File: config.mk
export PLATFORM = sky130hd
export DESIGN_NAME = ocp_irq_ctrl
export DESIGN_NICKNAME = d
export VERILOG_FILES = /design/src/rtl/ocp_pkg.sv /design/src/rtl/ocp_sync.sv /design/src/rtl/ocp_breaker.sv /design/src/rtl/ocp_irq_ctrl.sv
export SDC_FILE = /design/constraint.sdc
export NUM_CORES = 1
export LEC_CHECK = 0
export BUFFER_PORTS_ARGS = -buffer_cell sky130_fd_sc_hd__buf_2
export CAP_MARGIN = 20
export CORE_UTILIZATION = 40
export DETAILED_ROUTE_END_ITERATION = 7
export PLACE_DENSITY = 0.68
export SETUP_SLACK_MARGIN = 0.15
export SYNTH_ARGS = -nofsm -noshare
export SYNTH_HDL_FRONTEND = slang
export SYNTH_HIERARCHICAL = 1
export SYNTH_SLANG_ARGS = --single-unit
export TNS_END_PERCENT = 50
File: constraint.sdc
create_clock -name clk -period 1.2 [get_ports clk]
set_clock_uncertainty 0.2 [all_clocks]
set_input_delay 0.12 -clock clk [delete_from_list [all_inputs] [get_ports clk]]
set_output_delay 0.12 -clock clk [all_outputs]
set_load 0.05 [all_outputs]
File: src/rtl/ocp_pkg.sv
package ocp_pkg;
    localparam int CH_N   = 2;
    localparam int REG_W  = 6;
    localparam int EN_LSB = 3;

    typedef struct packed {
        logic [CH_N-1:0] ch_en;   // index 0 left, 1 right
        logic            glb_en;
    } irq_en_t;
endpackage

File: src/rtl/ocp_sync.sv
module ocp_sync #(
    parameter int STAGES = 2
) (
    input  logic clk,
    input  logic rst_n,
    input  logic async_i,
    output logic rise_o
);
    typedef struct packed {
        logic [STAGES-1:0] sh;
        logic              prev;
    } sync_t;

    sync_t s_d, s_q;

    always_comb begin
        s_d      = s_q;
        s_d.sh   = {s_q.sh[STAGES-2:0], async_i};
        s_d.prev = s_q.sh[STAGES-1];
    end

    always_ff @(posedge clk or negedge rst_n) begin
        if (!rst_n) s_q <= '0;
        else        s_q <= s_d;
    end

    assign rise_o = s_q.sh[STAGES-1] & ~s_q.prev;
endmodule

File: src/rtl/ocp_breaker.sv
module ocp_breaker (
    input  logic clk,
    input  logic rst_n,
    input  logic pwr_req,
    input  logic oc_rise,
    output logic trip,
    output logic pwr_out
);
    logic trip_d, trip_q;

    always_comb begin
        trip_d = trip_q;
        if (!pwr_req)     trip_d = 1'b0;
        else if (oc_rise) trip_d = 1'b1;
    end

    always_ff @(posedge clk or negedge rst_n) begin
        if (!rst_n) trip_q <= 1'b0;
        else        trip_q <= trip_d;
    end

    assign trip    = trip_q;
    assign pwr_out = pwr_req & ~trip_q;

    // power request low clears the latch next edge
    a_r7_clear_on_off: assert property (@(posedge clk) disable iff (!rst_n)
        !pwr_req |=> !trip_q);
    // a tripped channel never drives power
    a_r5_power_forced_off: assert property (@(posedge clk) disable iff (!rst_n)
        trip_q |-> !pwr_out);
    // latch holds while power stays requested
    a_r5_latch_holds: assert property (@(posedge clk) disable iff (!rst_n)
        trip_q && pwr_req |=> trip_q);
    // a trip only follows a cycle with power requested
    a_r6_trip_needs_power: assert property (@(posedge clk) disable iff (!rst_n)
        $rose(trip_q) |-> $past(pwr_req));
endmodule

File: src/rtl/ocp_irq_ctrl.sv
module ocp_irq_ctrl
    import ocp_pkg::*;
#(
    parameter int SYNC_STAGES = 2
) (
    input  logic             clk,
    input  logic             rst_n,
    input  logic             reg_wr,
    input  logic [REG_W-1:0] reg_wdata,
    input  logic             reg_rd,
    output logic [REG_W-1:0] reg_rdata,
    input  logic [CH_N-1:0]  pwr_req,
    input  logic [CH_N-1:0]  oc_in,
    output logic [CH_N-1:0]  pwr_out,
    output logic [CH_N-1:0]  trip,
    output logic             irq
);
    typedef struct packed {
        irq_en_t          en;
        logic [REG_W-1:0] rdata;
    } ctrl_t;

    ctrl_t            c_d, c_q;
    logic [CH_N-1:0]  oc_rise;
    logic [CH_N-1:0]  ch_flag;
    logic             glb_flag;
    logic [REG_W-1:0] image;

    for (genvar c = 0; c < CH_N; c++) begin : g_ch
        ocp_sync #(.STAGES(SYNC_STAGES)) u_sync (
            .clk(clk), .rst_n(rst_n), .async_i(oc_in[c]), .rise_o(oc_rise[c])
        );
        ocp_breaker u_brk (
            .clk(clk), .rst_n(rst_n), .pwr_req(pwr_req[c]), .oc_rise(oc_rise[c]),
            .trip(trip[c]), .pwr_out(pwr_out[c])
        );
        assign ch_flag[c] = trip[c] & c_q.en.ch_en[c] & c_q.en.glb_en;
        // left channel enable in bit 5 / flag in bit 2; right in 4 / 1
        assign image[REG_W-1-c]      = c_q.en.ch_en[c];
        assign image[EN_LSB-1-c]     = ch_flag[c];
    end

    assign glb_flag      = |ch_flag;
    assign image[EN_LSB] = c_q.en.glb_en;
    assign image[0]      = glb_flag;

    always_comb begin
        c_d = c_q;
        if (reg_wr) begin
            for (int c = 0; c < CH_N; c++) c_d.en.ch_en[c] = reg_wdata[REG_W-1-c];
            c_d.en.glb_en = reg_wdata[EN_LSB];
        end
        if (reg_rd) c_d.rdata = image;
    end

    always_ff @(posedge clk or negedge rst_n) begin
        if (!rst_n) c_q <= '0;
        else        c_q <= c_d;
    end

    assign reg_rdata = c_q.rdata;
    assign irq       = glb_flag;

    // write lands on the enables at the next edge
    a_r2_write_loads: assert property (@(posedge clk) disable iff (!rst_n)
        reg_wr |=> c_q.en.glb_en == $past(reg_wdata[EN_LSB]));
    // without a write the enables never move, reads included
    a_r10_enables_stable: assert property (@(posedge clk) disable iff (!rst_n)
        !reg_wr |=> $stable(c_q.en));
    // an interrupt needs global enable and a tripped breaker
    a_r8_irq_source: assert property (@(posedge clk) disable iff (!rst_n)
        irq |-> (c_q.en.glb_en && (|trip)));
    // with every latch clear there is no interrupt
    a_r9_no_trip_no_irq: assert property (@(posedge clk) disable iff (!rst_n)
        (trip == '0) |-> !irq);
endmodule

==> results of run 1 <==
==> cells by family after synthesis <==
| kind of cell | Yosys count | share of synthesized area, % |
|---|---|---|
| buf+inv | 10 | 9.301 |
| mux | 5 | 8.720 |
| compound gates | 7 | 7.170 |
| simple gates | 8 | 8.915 |
| flops | 17 | 65.89 |
==> final cells by class <==
type                            count  share of cell area, %
Clock inverter                      1                 0.4624
Sequential cell                    17                  39.54
Multi-Input combinational cell     20                  19.08
Timing Repair Buffer               41                  35.61
Inverter                            4                  1.387
Clock buffer                        3                  2.081
Tap cell                           16                  1.850
==> worst min path at each step <==
stage,from,to,cells past startpoint
5_1_grt,reg_wr,c_q[7],2
3_3_place_gp,rst_n,g_ch[1].u_sync/s_d[2],1
4_1_cts,reg_wdata[3],c_q[6],2
3_5_place_dp,rst_n,g_ch[0].u_sync/s_d[2],1
6_report,reg_wr,c_q[8],2
2_1_floorplan,rst_n,c_q[6],0
==> worst register-to-register path: cells and delay by family (launching register included) <==
| family | cells | cell delay (ns) |
|---|---|---|
| buffers and inverters | 3 | 0.32 |
| DFF | 1 | 0.41 |
| AOI/OAI and AO/OA | 2 | 0.31 |
==> metrics by stage <==
step,instance area [sq um],cells,utilization [%]
2_1_floorplan,665.6,47,-
3_3_place_gp,775.7,82,51.50
3_5_place_dp,775.7,82,51.50
4_1_cts,1017,98,67.52
5_1_grt,1082,102,71.84
6_report,1082,102,71.84
==> layer usage <==
metal / up-vias / routed length [um] / track usage [%]
li1: 234 / - / -
met1: 230 / 574 / 21.94
met2: 12 / 692 / 22.77
met3: 2 / 25 / 4.741
met4: 0 / 13 / 13.13
met5: - / 0 / 0
==> cell usage in the layout (no fill, tap or decap), types with 3 or more instances in the layout <==
master                          count
sky130_fd_sc_hd__inv_1              4
sky130_fd_sc_hd__buf_6             16
sky130_fd_sc_hd__mux2_4             4
sky130_fd_sc_hd__buf_4              3
sky130_fd_sc_hd__dfrtp_1           15
sky130_fd_sc_hd__buf_2             10
sky130_fd_sc_hd__nor2b_4            4
sky130_fd_sc_hd__dlygate4sd3_1      9
sky130_fd_sc_hd__clkbuf_4           3
==> report_power, final <==
| group | internal, uW | switching, uW | total [uW] |
|---|---|---|---|
| sequential | 618 | 35.4 | 653 |
| clock | 124 | 181 | 305 |
| combinational | 197 | 194 | 391 |
| total | 938 | 410 | 1350 |
==> repair_timing <==
action,4_1_cts,5_1_grt
setup buffers,3,3
gates cloned,0,0
resized for setup,30,9
pin swaps,2,2
hold buffers,9,1
endpoints found under the hold margin,30,3
setup endpoints to repair,16,22
==> registers in the layout, summed over array words and instances, names as in the netlist <==
register / flops
g_ch.u_brk/trip: 2
c_q: 3
g_ch.u_sync/s_q: 2
reg_rdata: 6
g_ch.u_sync/s_d: 4
==> tab_implementation.tex, run 1 <==
\begin{tabular}{lr}
\hline
Metric & Value \\
\hline
\multicolumn{2}{l}{\textbf{Layout}} \\
Count of nets after finishing & 101 \\
Antenna diodes & 0 \\
FF+latch area & 427.9 sq um \\
Post-synthesis to final-layout area growth & 67.64\% \\
Fill count & 100 \\
Share of final-layout standard cells stronger than drive strength 1 & 56.98\% \\
Area occupied by multi-input gates & 206.4 sq um \\
\multicolumn{2}{l}{\textbf{Flow run}} \\
Max-Cap Viols & 0 \\
\multicolumn{2}{l}{\textbf{STA}} \\
WHS & -0.05765 ns \\
Final setup violation count & 8 \\
Pins over their slew limit & 0 \\
Max\_slew headroom & 75.70\% \\
Transition at the pin with the smallest max-transition slack & 0.3645 ns \\
Final worst slack & -0.2949 ns \\
Max Clk Rate & 668.9 MHz \\
Unrepaired setup endpoints after global routing & yes \\
Time the final worst path needs with I/O delays and setup & 1.495 ns \\
Final hold vios & 3 \\
Post-Route Setup TNS & -1.273 ns \\
Final cycle utilization of the critical path & 124.6\% \\
\multicolumn{2}{l}{\textbf{Global routing}} \\
Initial antenna violation count & 0 \\
Maximum number of pins on one net before global-route repair & 18 \\
Total GRT Usage & 16.67\% \\
Number of global-route vias before repair & 436 \\
Grt ovf & 0 \\
Global-route wire length before repair & 2111 um \\
\multicolumn{2}{l}{\textbf{Placed design}} \\
Port buffer count & 21 \\
Place WS & -0.03795 ns \\
GPL Wtd Cong & 0.7089 \\
\multicolumn{2}{l}{\textbf{Synth}} \\
Synth area leader & sky130\_fd\_sc\_hd\_\_dfrtp\_1 \\
Post-synth top area share & 65.89\% \\
Nets in the synthesized netlist & 61 \\
Most frequent cells after synthesis & 17 x sky130\_fd\_sc\_hd\_\_dfrtp\_1, 6 x sky130\_fd\_sc\_hd\_\_buf\_4, 5 x sky130\_fd\_sc\_hd\_\_mux2\_1 \\
FFs w/ async S/R, synth & 100.0\% \\
Number of unique standard cell types used by synthesis & 11 \\
Post-synthesis instance area & 645.6 sq um \\
Most used flip-flop cell after synthesis & sky130\_fd\_sc\_hd\_\_dfrtp\_1 \\
Number of enable-type register cells in the synthesized netlist & 0 \\
Gate count after technology mapping & 47 \\
Mapped Avg Cell Area & 13.74 sq um \\
Synth warnings & 6 \\
Number of flip-flops and latches in the synthesized netlist & 17 \\
Dominant cell by count in the synthesized netlist & sky130\_fd\_sc\_hd\_\_dfrtp\_1 \\
Sequential element share of the synthesized area & 65.89\% \\
Top cells by area, synth & sky130\_fd\_sc\_hd\_\_dfrtp\_1 66\%, sky130\_fd\_sc\_hd\_\_mux2\_1 8.7\%, sky130\_fd\_sc\_hd\_\_buf\_4 7.0\% \\
\multicolumn{2}{l}{\textbf{Floorplan}} \\
Starting utilization of the core area & 42.86\% \\
Number of I/O pins & 25 \\
Standard-cell row count & 14 \\
Die X & 42.18 um \\
Die area & 0.001779 sq mm \\
Height of the die & 42.18 um \\
Core region area & 0.001506 sq mm \\
\multicolumn{2}{l}{\textbf{Worst setup path}} \\
Slowest Stage Delay on Critical Path & 0.41 ns \\
Flop2flop setup slack & -0.14 ns \\
CP Buf/Inv Count & 1 \\
Worst r2r dst & reg\_rdata[0] \\
Worst setup path start & c\_q[7] \\
Critical path endpoint & irq \\
Worst path arrival time & 1.17 ns \\
CP endpoint kind & output port \\
Slowest cell on the critical path & sky130\_fd\_sc\_hd\_\_dfrtp\_1 \\
Type of the setup path with the least slack & register to output port \\
CP cell instances & a22oi\_2 > nor2b\_4 > buf\_6 \\
Number of cells on the critical path & 3 \\
Required time of the worst setup path & 0.88 ns \\
Maximum fanout along the worst path & 2 \\
Top Family by Delay on Critical Path & flip-flops \\
Source of the worst register-to-register timing path & c\_q[7] \\
Count of cells along the worst register-to-register path & 5 \\
Startpoint type of the worst setup path & register \\
\multicolumn{2}{l}{\textbf{Status}} \\
Outcome & finished with violations \\
Failing checks & negative hold slack, negative setup slack \\
\multicolumn{2}{l}{\textbf{Route}} \\
Detail-routed via count per cell & 4.686 \\
DR WL/cell & 12.80 um \\
Routed wire length & 1306 um \\
Count of antenna-violating nets left after detailed routing & 0 \\
Router iterations before antenna repair & 4 \\
Total vias in the final route & 478 \\
Detailed-route DRC error count & 0 \\
First DRT Iteration DRCs & 7 \\
\multicolumn{2}{l}{\textbf{Pwr}} \\
Leakage power figure & 0.0005322 uW \\
IR drop worst, VDD & 898.8 uV \\
Areal power density over the cells & 1246 mW/mm\^{}2 \\
Post-layout total power & 1349 uW \\
\multicolumn{2}{l}{\textbf{Worst hold path}} \\
Type of the tightest min-delay check & input port to register \\
\multicolumn{2}{l}{\textbf{Clock tree}} \\
TritonCTS clock tree & built \\
Clock latency reported for the late side of the worst-skew pair & 0.29 ns \\
CTS buffer count & 3 \\
Library cell used as clock root buffer & sky130\_fd\_sc\_hd\_\_clkbuf\_4 \\
Number of sinks handled by clock tree synthesis & 17 \\
Maximum buffer depth of the clock tree & 2 \\
Register clock-pin slew on the reported worst setup and hold paths & 0.10 ns \\
H-tree level count & 1 \\
\hline
\end{tabular}
Power figures use the tool's default switching activity.
==> inputs of run 2 (changes only) <==
- CORE_MARGIN: unset -> 2
- clock period: 1.2 -> 1.58 ns (I/O delays scaled with it)
==> tab_implementation.tex, run 2 (synthesis results as in run 1) <==
\begin{tabular}{lr}
\hline
Metric & Value \\
\hline
\multicolumn{2}{l}{\textbf{Status}} \\
Outcome & finished clean (was finished with violations) \\
\multicolumn{2}{l}{\textbf{Route}} \\
Detailed-route DRC error count & 0 (unchanged) \\
DR WL/cell & 11.75 um (was 12.80 um) \\
Detail-routed via count per cell & 4.583 (was 4.686) \\
Total vias in the final route & 440 (was 478) \\
Router iterations before antenna repair & 2 (was 4) \\
Routed wire length & 1128 um (was 1306 um) \\
First DRT Iteration DRCs & 4 (was 7) \\
Count of antenna-violating nets left after detailed routing & 0 (unchanged) \\
\multicolumn{2}{l}{\textbf{STA}} \\
Final cycle utilization of the critical path & 99.02\% \\
Max Clk Rate & 639.1 MHz \\
Pins over their slew limit & 0 (unchanged) \\
Time the final worst path needs with I/O delays and setup & 1.565 ns \\
Max\_slew headroom & 76.55\% (was 75.70\%) \\
Transition at the pin with the smallest max-transition slack & 0.3518 ns (was 0.3645 ns) \\
Final hold vios & 0 (was 3) \\
Final setup violation count & 0 (was 8) \\
Unrepaired setup endpoints after global routing & yes (unchanged) \\
\multicolumn{2}{l}{\textbf{Global routing}} \\
Maximum number of pins on one net before global-route repair & 18 (unchanged) \\
Total GRT Usage & 14.73\% (was 16.67\%) \\
Number of global-route vias before repair & 467 (was 436) \\
Grt ovf & 0 (unchanged) \\
Initial antenna violation count & 0 (unchanged) \\
Global-route wire length before repair & 2014 um (was 2111 um) \\
\multicolumn{2}{l}{\textbf{Clock tree}} \\
CTS buffer count & 3 (unchanged) \\
TritonCTS clock tree & built (unchanged) \\
Clock latency reported for the late side of the worst-skew pair & 0.28 ns (was 0.29 ns) \\
Number of sinks handled by clock tree synthesis & 17 (unchanged) \\
Maximum buffer depth of the clock tree & 2 (unchanged) \\
Library cell used as clock root buffer & sky130\_fd\_sc\_hd\_\_clkbuf\_4 (unchanged) \\
H-tree level count & 1 (unchanged) \\
Register clock-pin slew on the reported worst setup and hold paths & 0.09 ns (was 0.10 ns) \\
\multicolumn{2}{l}{\textbf{Layout}} \\
Number of flip-flops under the largest register name & 6 (unchanged) \\
Finished layout cell area & 927.1 sq um (was 0.001082 sq mm) \\
Count of nets after finishing & 95 (was 101) \\
Most common cell after layout, fill and taps aside & sky130\_fd\_sc\_hd\_\_buf\_2 (was sky130\_fd\_sc\_hd\_\_buf\_6) \\
Share of final-layout standard cells stronger than drive strength 1 & 45.00\% (was 56.98\%) \\
Antenna diodes & 0 (unchanged) \\
Post-synthesis to final-layout area growth & 43.60\% (was 67.64\%) \\
Commonest cells after routing, fill and taps aside & 17 x sky130\_fd\_sc\_hd\_\_buf\_2, 15 x sky130\_fd\_sc\_hd\_\_dfrtp\_1, 10 x sky130\_fd\_sc\_hd\_\_dlygate4sd3\_1 (was 16 x sky130\_fd\_sc\_hd\_\_buf\_6, 15 x sky130\_fd\_sc\_hd\_\_dfrtp\_1, 10 x sky130\_fd\_sc\_hd\_\_buf\_2) \\
\multicolumn{2}{l}{\textbf{Floorplan}} \\
Core region area & 0.001506 sq mm (unchanged) \\
Number of I/O pins & 25 (unchanged) \\
Height of the die & 44.18 um (was 42.18 um) \\
Standard-cell row count & 14 (unchanged) \\
Die area & 0.001951 sq mm (was 0.001779 sq mm) \\
Die X & 44.18 um (was 42.18 um) \\
Starting utilization of the core area & 42.86\% (unchanged) \\
\multicolumn{2}{l}{\textbf{Worst setup path}} \\
Worst path arrival time & 1.21 ns (was 1.17 ns) \\
Type of the setup path with the least slack & register to output port (unchanged) \\
Startpoint type of the worst setup path & register (unchanged) \\
Required time of the worst setup path & 1.22 ns (was 0.88 ns) \\
Flop2flop setup slack & 0.25 ns (was -0.14 ns) \\
CP endpoint kind & output port (unchanged) \\
Maximum fanout along the worst path & 4 (was 2) \\
\multicolumn{2}{l}{\textbf{Pwr}} \\
Post-layout total power & 934.0 uW (was 1349 uW) \\
Areal power density over the cells & 1007 mW/mm\^{}2 (was 1246 mW/mm\^{}2) \\
IR drop worst, VDD & 508.6 uV (was 898.8 uV) \\
Leakage power figure & 0.0004487 uW (was 0.0005322 uW) \\
\multicolumn{2}{l}{\textbf{Worst hold path}} \\
Type of the tightest min-delay check & input port to asynchronous set/reset pin (was input port to register) \\
\multicolumn{2}{l}{\textbf{Placed design}} \\
GPL Wtd Cong & 0.6777 (was 0.7089) \\
Placement Cell Area & 740.7 sq um (was 775.7 sq um) \\
HPWL after detailed placement & 709.8 um \\
Port buffer count & 21 (unchanged) \\
\multicolumn{2}{l}{\textbf{Flow run}} \\
Max-Cap Viols & 0 (unchanged) \\
\hline
\end{tabular}
[run 2: cell types whose count changed in the layout (fill, tap and decap cells not counted), moves of 2 or more]
cell                     delta
sky130_fd_sc_hd__mux2_4     -4
sky130_fd_sc_hd__mux2_1     +4
sky130_fd_sc_hd__buf_6     -12
sky130_fd_sc_hd__buf_2      +7
sky130_fd_sc_hd__buf_8      -2
[run 2: routing by layer]
metal	track usage, %	part of all wire, %
met1	16.76	42
met2	24.71	53
met3	2.449	3.7
met4	10.91	1.7
met5	0	0
[run 2: layout make-up]
| type | count | area, sq um |
|---|---|---|
| Fill cell | 118 | 579.3 |
| Inverter | 4 | 15.01 |
| Sequential cell | 17 | 427.9 |
| Clock buffer | 4 | 26.28 |
| Timing Repair Buffer | 35 | 260.3 |
| Multi-Input combinational cell | 20 | 177.7 |
| Tap cell | 16 | 20.02 |
[run 2: timing repair]
| action | 4_1_cts | 5_1_grt |
|---|---|---|
| resized for setup | 3 | 9 |
| endpoints found under the setup margin | 3 | 3 |
| setup buffers | 2 | 2 |
| pin swaps | 1 | 1 |
| endpoints found under the hold margin | 29 | 0 |
| hold buffers | 10 | 0 |
[run 2: report_power, final]
group	internal, uW	switching (uW)
clock network	97.9	122
logic	88.2	133
registers	469	23.7
[run 2: critical path: stages, from the launching register on]
cell,delay [ns]
sky130_fd_sc_hd__dfrtp_2,0.45
sky130_fd_sc_hd__a22oi_2,0.27
sky130_fd_sc_hd__nor2b_4,0.06
sky130_fd_sc_hd__buf_6,0.15
[run 2: path summary, 6_finish.rpt]
check	start	endpoint	cells after the start
setup reg to reg	g_ch[0].u_brk/trip	reg_rdata[0]	4
setup / recovery	g_ch[0].u_brk/trip	irq	3
max in group asynchronous	rst_n	g_ch[0].u_brk/trip	2
min in group clk	g_ch[1].u_sync/s_d[2]	g_ch[1].u_sync/s_d[0]	0
hold reg to reg	g_ch[1].u_sync/s_d[2]	g_ch[1].u_sync/s_d[0]	0
hold / removal	rst_n	c_q[6]	2
[run 2: through the flow]
stage | setup TNS [ns] | instances | setup WS (ns) | utilization, % | hold slack, ns
final | 0 | 96 | 0.01541 | 61.54 | 0.1101
after global routing | -0.06024 | 96 | -0.06024 | 61.54 | 0.1393
after CTS | 0 | 94 | 0.02819 | 59.30 | 0.1060
after floorplan | 0 | 47 | 0.1861 | - | -0.3376
after detailed placement | 0 | 78 | 0.1866 | 49.17 | -0.1113
after global placement | 0 | 78 | 0.2071 | 49.17 | -0.1104
==> inputs of run 3 (changes only) <==
- CORE_UTILIZATION: 40 -> 45
- PLACE_DENSITY: 0.68 -> 0.75
- clock period: 1.58 -> 1.5 ns (I/O delays scaled with it)
==> tab_implementation.tex, run 3 (synthesis results as in run 1) <==
\begin{tabular}{lr}
\hline
Metric & Value \\
\hline
\multicolumn{2}{l}{\textbf{Global routing}} \\
Total GRT Usage & 14.97\% (was 14.73\%) \\
Grt ovf & 0 (unchanged) \\
Number of global-route vias before repair & 487 (was 467) \\
Initial antenna violation count & 0 (unchanged) \\
Global-route wire length before repair & 1994 um (was 2014 um) \\
Maximum number of pins on one net before global-route repair & 18 (unchanged) \\
\multicolumn{2}{l}{\textbf{Pwr}} \\
Switching part of the total & 29.54\% (was 29.86\%) \\
Leakage power figure & 0.0004507 uW (was 0.0004487 uW) \\
Relative contribution of sequential cells to total power & 52.7\% (was 52.8\%) \\
Areal power density over the cells & 1051 mW/mm\^{}2 (was 1007 mW/mm\^{}2) \\
Clk pwr share & 23.2\% (was 23.5\%) \\
IR drop worst, VDD & 576.2 uV (was 508.6 uV) \\
Switching component of the power & 290.5 uW (was 278.9 uW) \\
Combinational power share & 24.1\% (was 23.7\%) \\
Internal power component & 692.9 uW (was 655.1 uW) \\
\multicolumn{2}{l}{\textbf{Worst setup path}} \\
Startpoint type of the worst setup path & register (unchanged) \\
Required time of the worst setup path & 1.15 ns (was 1.22 ns) \\
Type of the setup path with the least slack & register to output port (unchanged) \\
Maximum fanout along the worst path & 3 (was 4) \\
Worst path arrival time & 1.16 ns (was 1.21 ns) \\
CP endpoint kind & output port (unchanged) \\
\multicolumn{2}{l}{\textbf{Layout}} \\
Antenna diodes & 0 (unchanged) \\
Non-Filler Instances & 95 (was 96) \\
Final core utilization & 71.04\% (was 61.54\%) \\
Share of final-layout standard cells stronger than drive strength 1 & 45.00\% (unchanged) \\
Count of nets after finishing & 95 (unchanged) \\
Commonest cells after routing, fill and taps aside & 16 x sky130\_fd\_sc\_hd\_\_buf\_2, 15 x sky130\_fd\_sc\_hd\_\_dfrtp\_1, 10 x sky130\_fd\_sc\_hd\_\_dlygate4sd3\_1 (was 17 x sky130\_fd\_sc\_hd\_\_buf\_2, 15 x sky130\_fd\_sc\_hd\_\_dfrtp\_1, 10 x sky130\_fd\_sc\_hd\_\_dlygate4sd3\_1) \\
Most common cell after layout, fill and taps aside & sky130\_fd\_sc\_hd\_\_buf\_2 (unchanged) \\
Post-synthesis to final-layout area growth & 44.96\% (was 43.60\%) \\
Number of flip-flops under the largest register name & 6 (unchanged) \\
\multicolumn{2}{l}{\textbf{Floorplan}} \\
Number of I/O pins & 25 (unchanged) \\
Die area & 0.001754 sq mm (was 0.001951 sq mm) \\
Standard-cell row count & 13 (was 14) \\
Height of the die & 41.88 um (was 44.18 um) \\
Starting utilization of the core area & 49.00\% (was 42.86\%) \\
Core region area & 0.001318 sq mm (was 0.001506 sq mm) \\
Die X & 41.88 um (was 44.18 um) \\
\multicolumn{2}{l}{\textbf{STA}} \\
Final setup violation count & 1 (was 0) \\
Time the final worst path needs with I/O delays and setup & 1.511 ns \\
Final hold vios & 0 (unchanged) \\
Unrepaired setup endpoints after global routing & yes (unchanged) \\
Max Clk Rate & 661.7 MHz \\
Transition at the pin with the smallest max-transition slack & 0.3583 ns (was 0.3518 ns) \\
Max\_slew headroom & 76.11\% (was 76.55\%) \\
Pins over their slew limit & 0 (unchanged) \\
Final worst slack & -0.01133 ns (was 0.01541 ns) \\
Final cycle utilization of the critical path & 100.8\% \\
\multicolumn{2}{l}{\textbf{Flow run}} \\
Max-Cap Viols & 0 (unchanged) \\
\multicolumn{2}{l}{\textbf{Clock tree}} \\
Maximum buffer depth of the clock tree & 2 (unchanged) \\
Clock latency reported for the late side of the worst-skew pair & 0.27 ns (was 0.28 ns) \\
Number of sinks handled by clock tree synthesis & 17 (unchanged) \\
TritonCTS clock tree & built (unchanged) \\
H-tree level count & 1 (unchanged) \\
CTS buffer count & 3 (unchanged) \\
Register clock-pin slew on the reported worst setup and hold paths & 0.09 ns (about the same) \\
Library cell used as clock root buffer & sky130\_fd\_sc\_hd\_\_clkbuf\_4 (unchanged) \\
\multicolumn{2}{l}{\textbf{Status}} \\
Outcome & finished with violations (was finished clean) \\
Failing checks & negative setup slack \\
\multicolumn{2}{l}{\textbf{Route}} \\
Detailed-route DRC error count & 0 (unchanged) \\
First DRT Iteration DRCs & 4 (unchanged) \\
Total vias in the final route & 462 (was 440) \\
Router iterations before antenna repair & 4 (was 2) \\
Count of antenna-violating nets left after detailed routing & 0 (unchanged) \\
DR WL/cell & 12.42 um (was 11.75 um) \\
Detail-routed via count per cell & 4.863 (was 4.583) \\
Routed wire length & 1180 um (was 1128 um) \\
\multicolumn{2}{l}{\textbf{Placed design}} \\
HPWL after detailed placement & 733.7 um (was 709.8 um) \\
GPL Wtd Cong & 0.6640 (was 0.6777) \\
Number of placed instances, taps included & 77 (was 78) \\
Port buffer count & 21 (unchanged) \\
\multicolumn{2}{l}{\textbf{Worst hold path}} \\
Type of the tightest min-delay check & input port to asynchronous set/reset pin (unchanged) \\
\hline
\end{tabular}
==> run 3: per-layer routing <==
metal  wire length [um]  up-vias  part of all wire, %  global-route usage, %
li1                   -      217                    -                      -
met1                489      224                   41                  17.29
met2                638       19                   54                  28.13
met3                 43        2                  3.6                  2.609
met4                  9        0                 0.76                  3.871
met5                  0        -                    0                      0
==> run 3: cell type report <==
| cell class | instances | area [sq um] |
|---|---|---|
| inverters | 4 | 15.01 |
| well taps | 15 | 18.77 |
| repair buffers | 35 | 270.3 |
| multi-input cells | 20 | 177.7 |
| fillers | 82 | 381.6 |
| clock buffers | 4 | 26.28 |
| flip-flops and latches | 17 | 427.9 |
==> run 3: power groups by stage <==
stage / Clock [uW] / Combinational, uW / Sequential [uW]
final: 228 / 237 / 518
after CTS: 235 / 233 / 518
after detailed placement: 0 / 187 / 529
after floorplan: 0 / 144 / 536
after global routing: 250 / 252 / 523
after global placement: 0 / 185 / 527
==> run 3: worst paths after layout <==
| kind | start | to | slack [ns] | depth (start not counted) |
|---|---|---|---|---|
| setup / recovery | g_ch[0].u_brk/trip | irq | -0.01 | 3 |
| setup reg to reg | g_ch[0].u_brk/trip | reg_rdata[0] | 0.22 | 4 |
| min in group clk | g_ch[1].u_sync/s_d[2] | g_ch[1].u_sync/s_d[0] | 0.16 | 0 |
| hold reg to reg | g_ch[1].u_sync/s_d[2] | g_ch[1].u_sync/s_d[0] | 0.16 | 0 |
| max in group asynchronous | rst_n | g_ch[1].u_brk/trip | 0.72 | 2 |
| hold / removal | rst_n | g_ch[0].u_sync/s_d[0] | 0.1 | 2 |
==> run 3: critical path, stage by stage, from the launching register on <==
cell	delay, ns
sky130_fd_sc_hd__dfrtp_2	0.44
sky130_fd_sc_hd__a22oi_2	0.23
sky130_fd_sc_hd__nor2b_4	0.06
sky130_fd_sc_hd__buf_6	0.15
==> run 3: through the flow <==
stage,area [sq um],total power [uW],hold WS [ns],setup WS [ns],TNS [ns]
final,935.9,983.4,0.09876,-0.01133,-0.01133
after global routing,935.9,1025,0.1545,-0.05086,-0.05086
after CTS,925.9,985.6,0.1152,-0.01933,-0.01933
after detailed placement,744.5,715.9,-0.1182,0.1935,0
after global placement,744.5,711.7,-0.1190,0.2085,0
after floorplan,665.6,680.1,-0.3456,0.1506,0
==> run 3: what timing repair did <==
action | CTS | global route
endpoints found under the setup margin | 3 | 5
resized for setup | 10 | 1
pin swaps | 1 | 1
setup buffers | 3 | 1
hold buffers | 10 | 0
endpoints found under the hold margin | 30 | 0
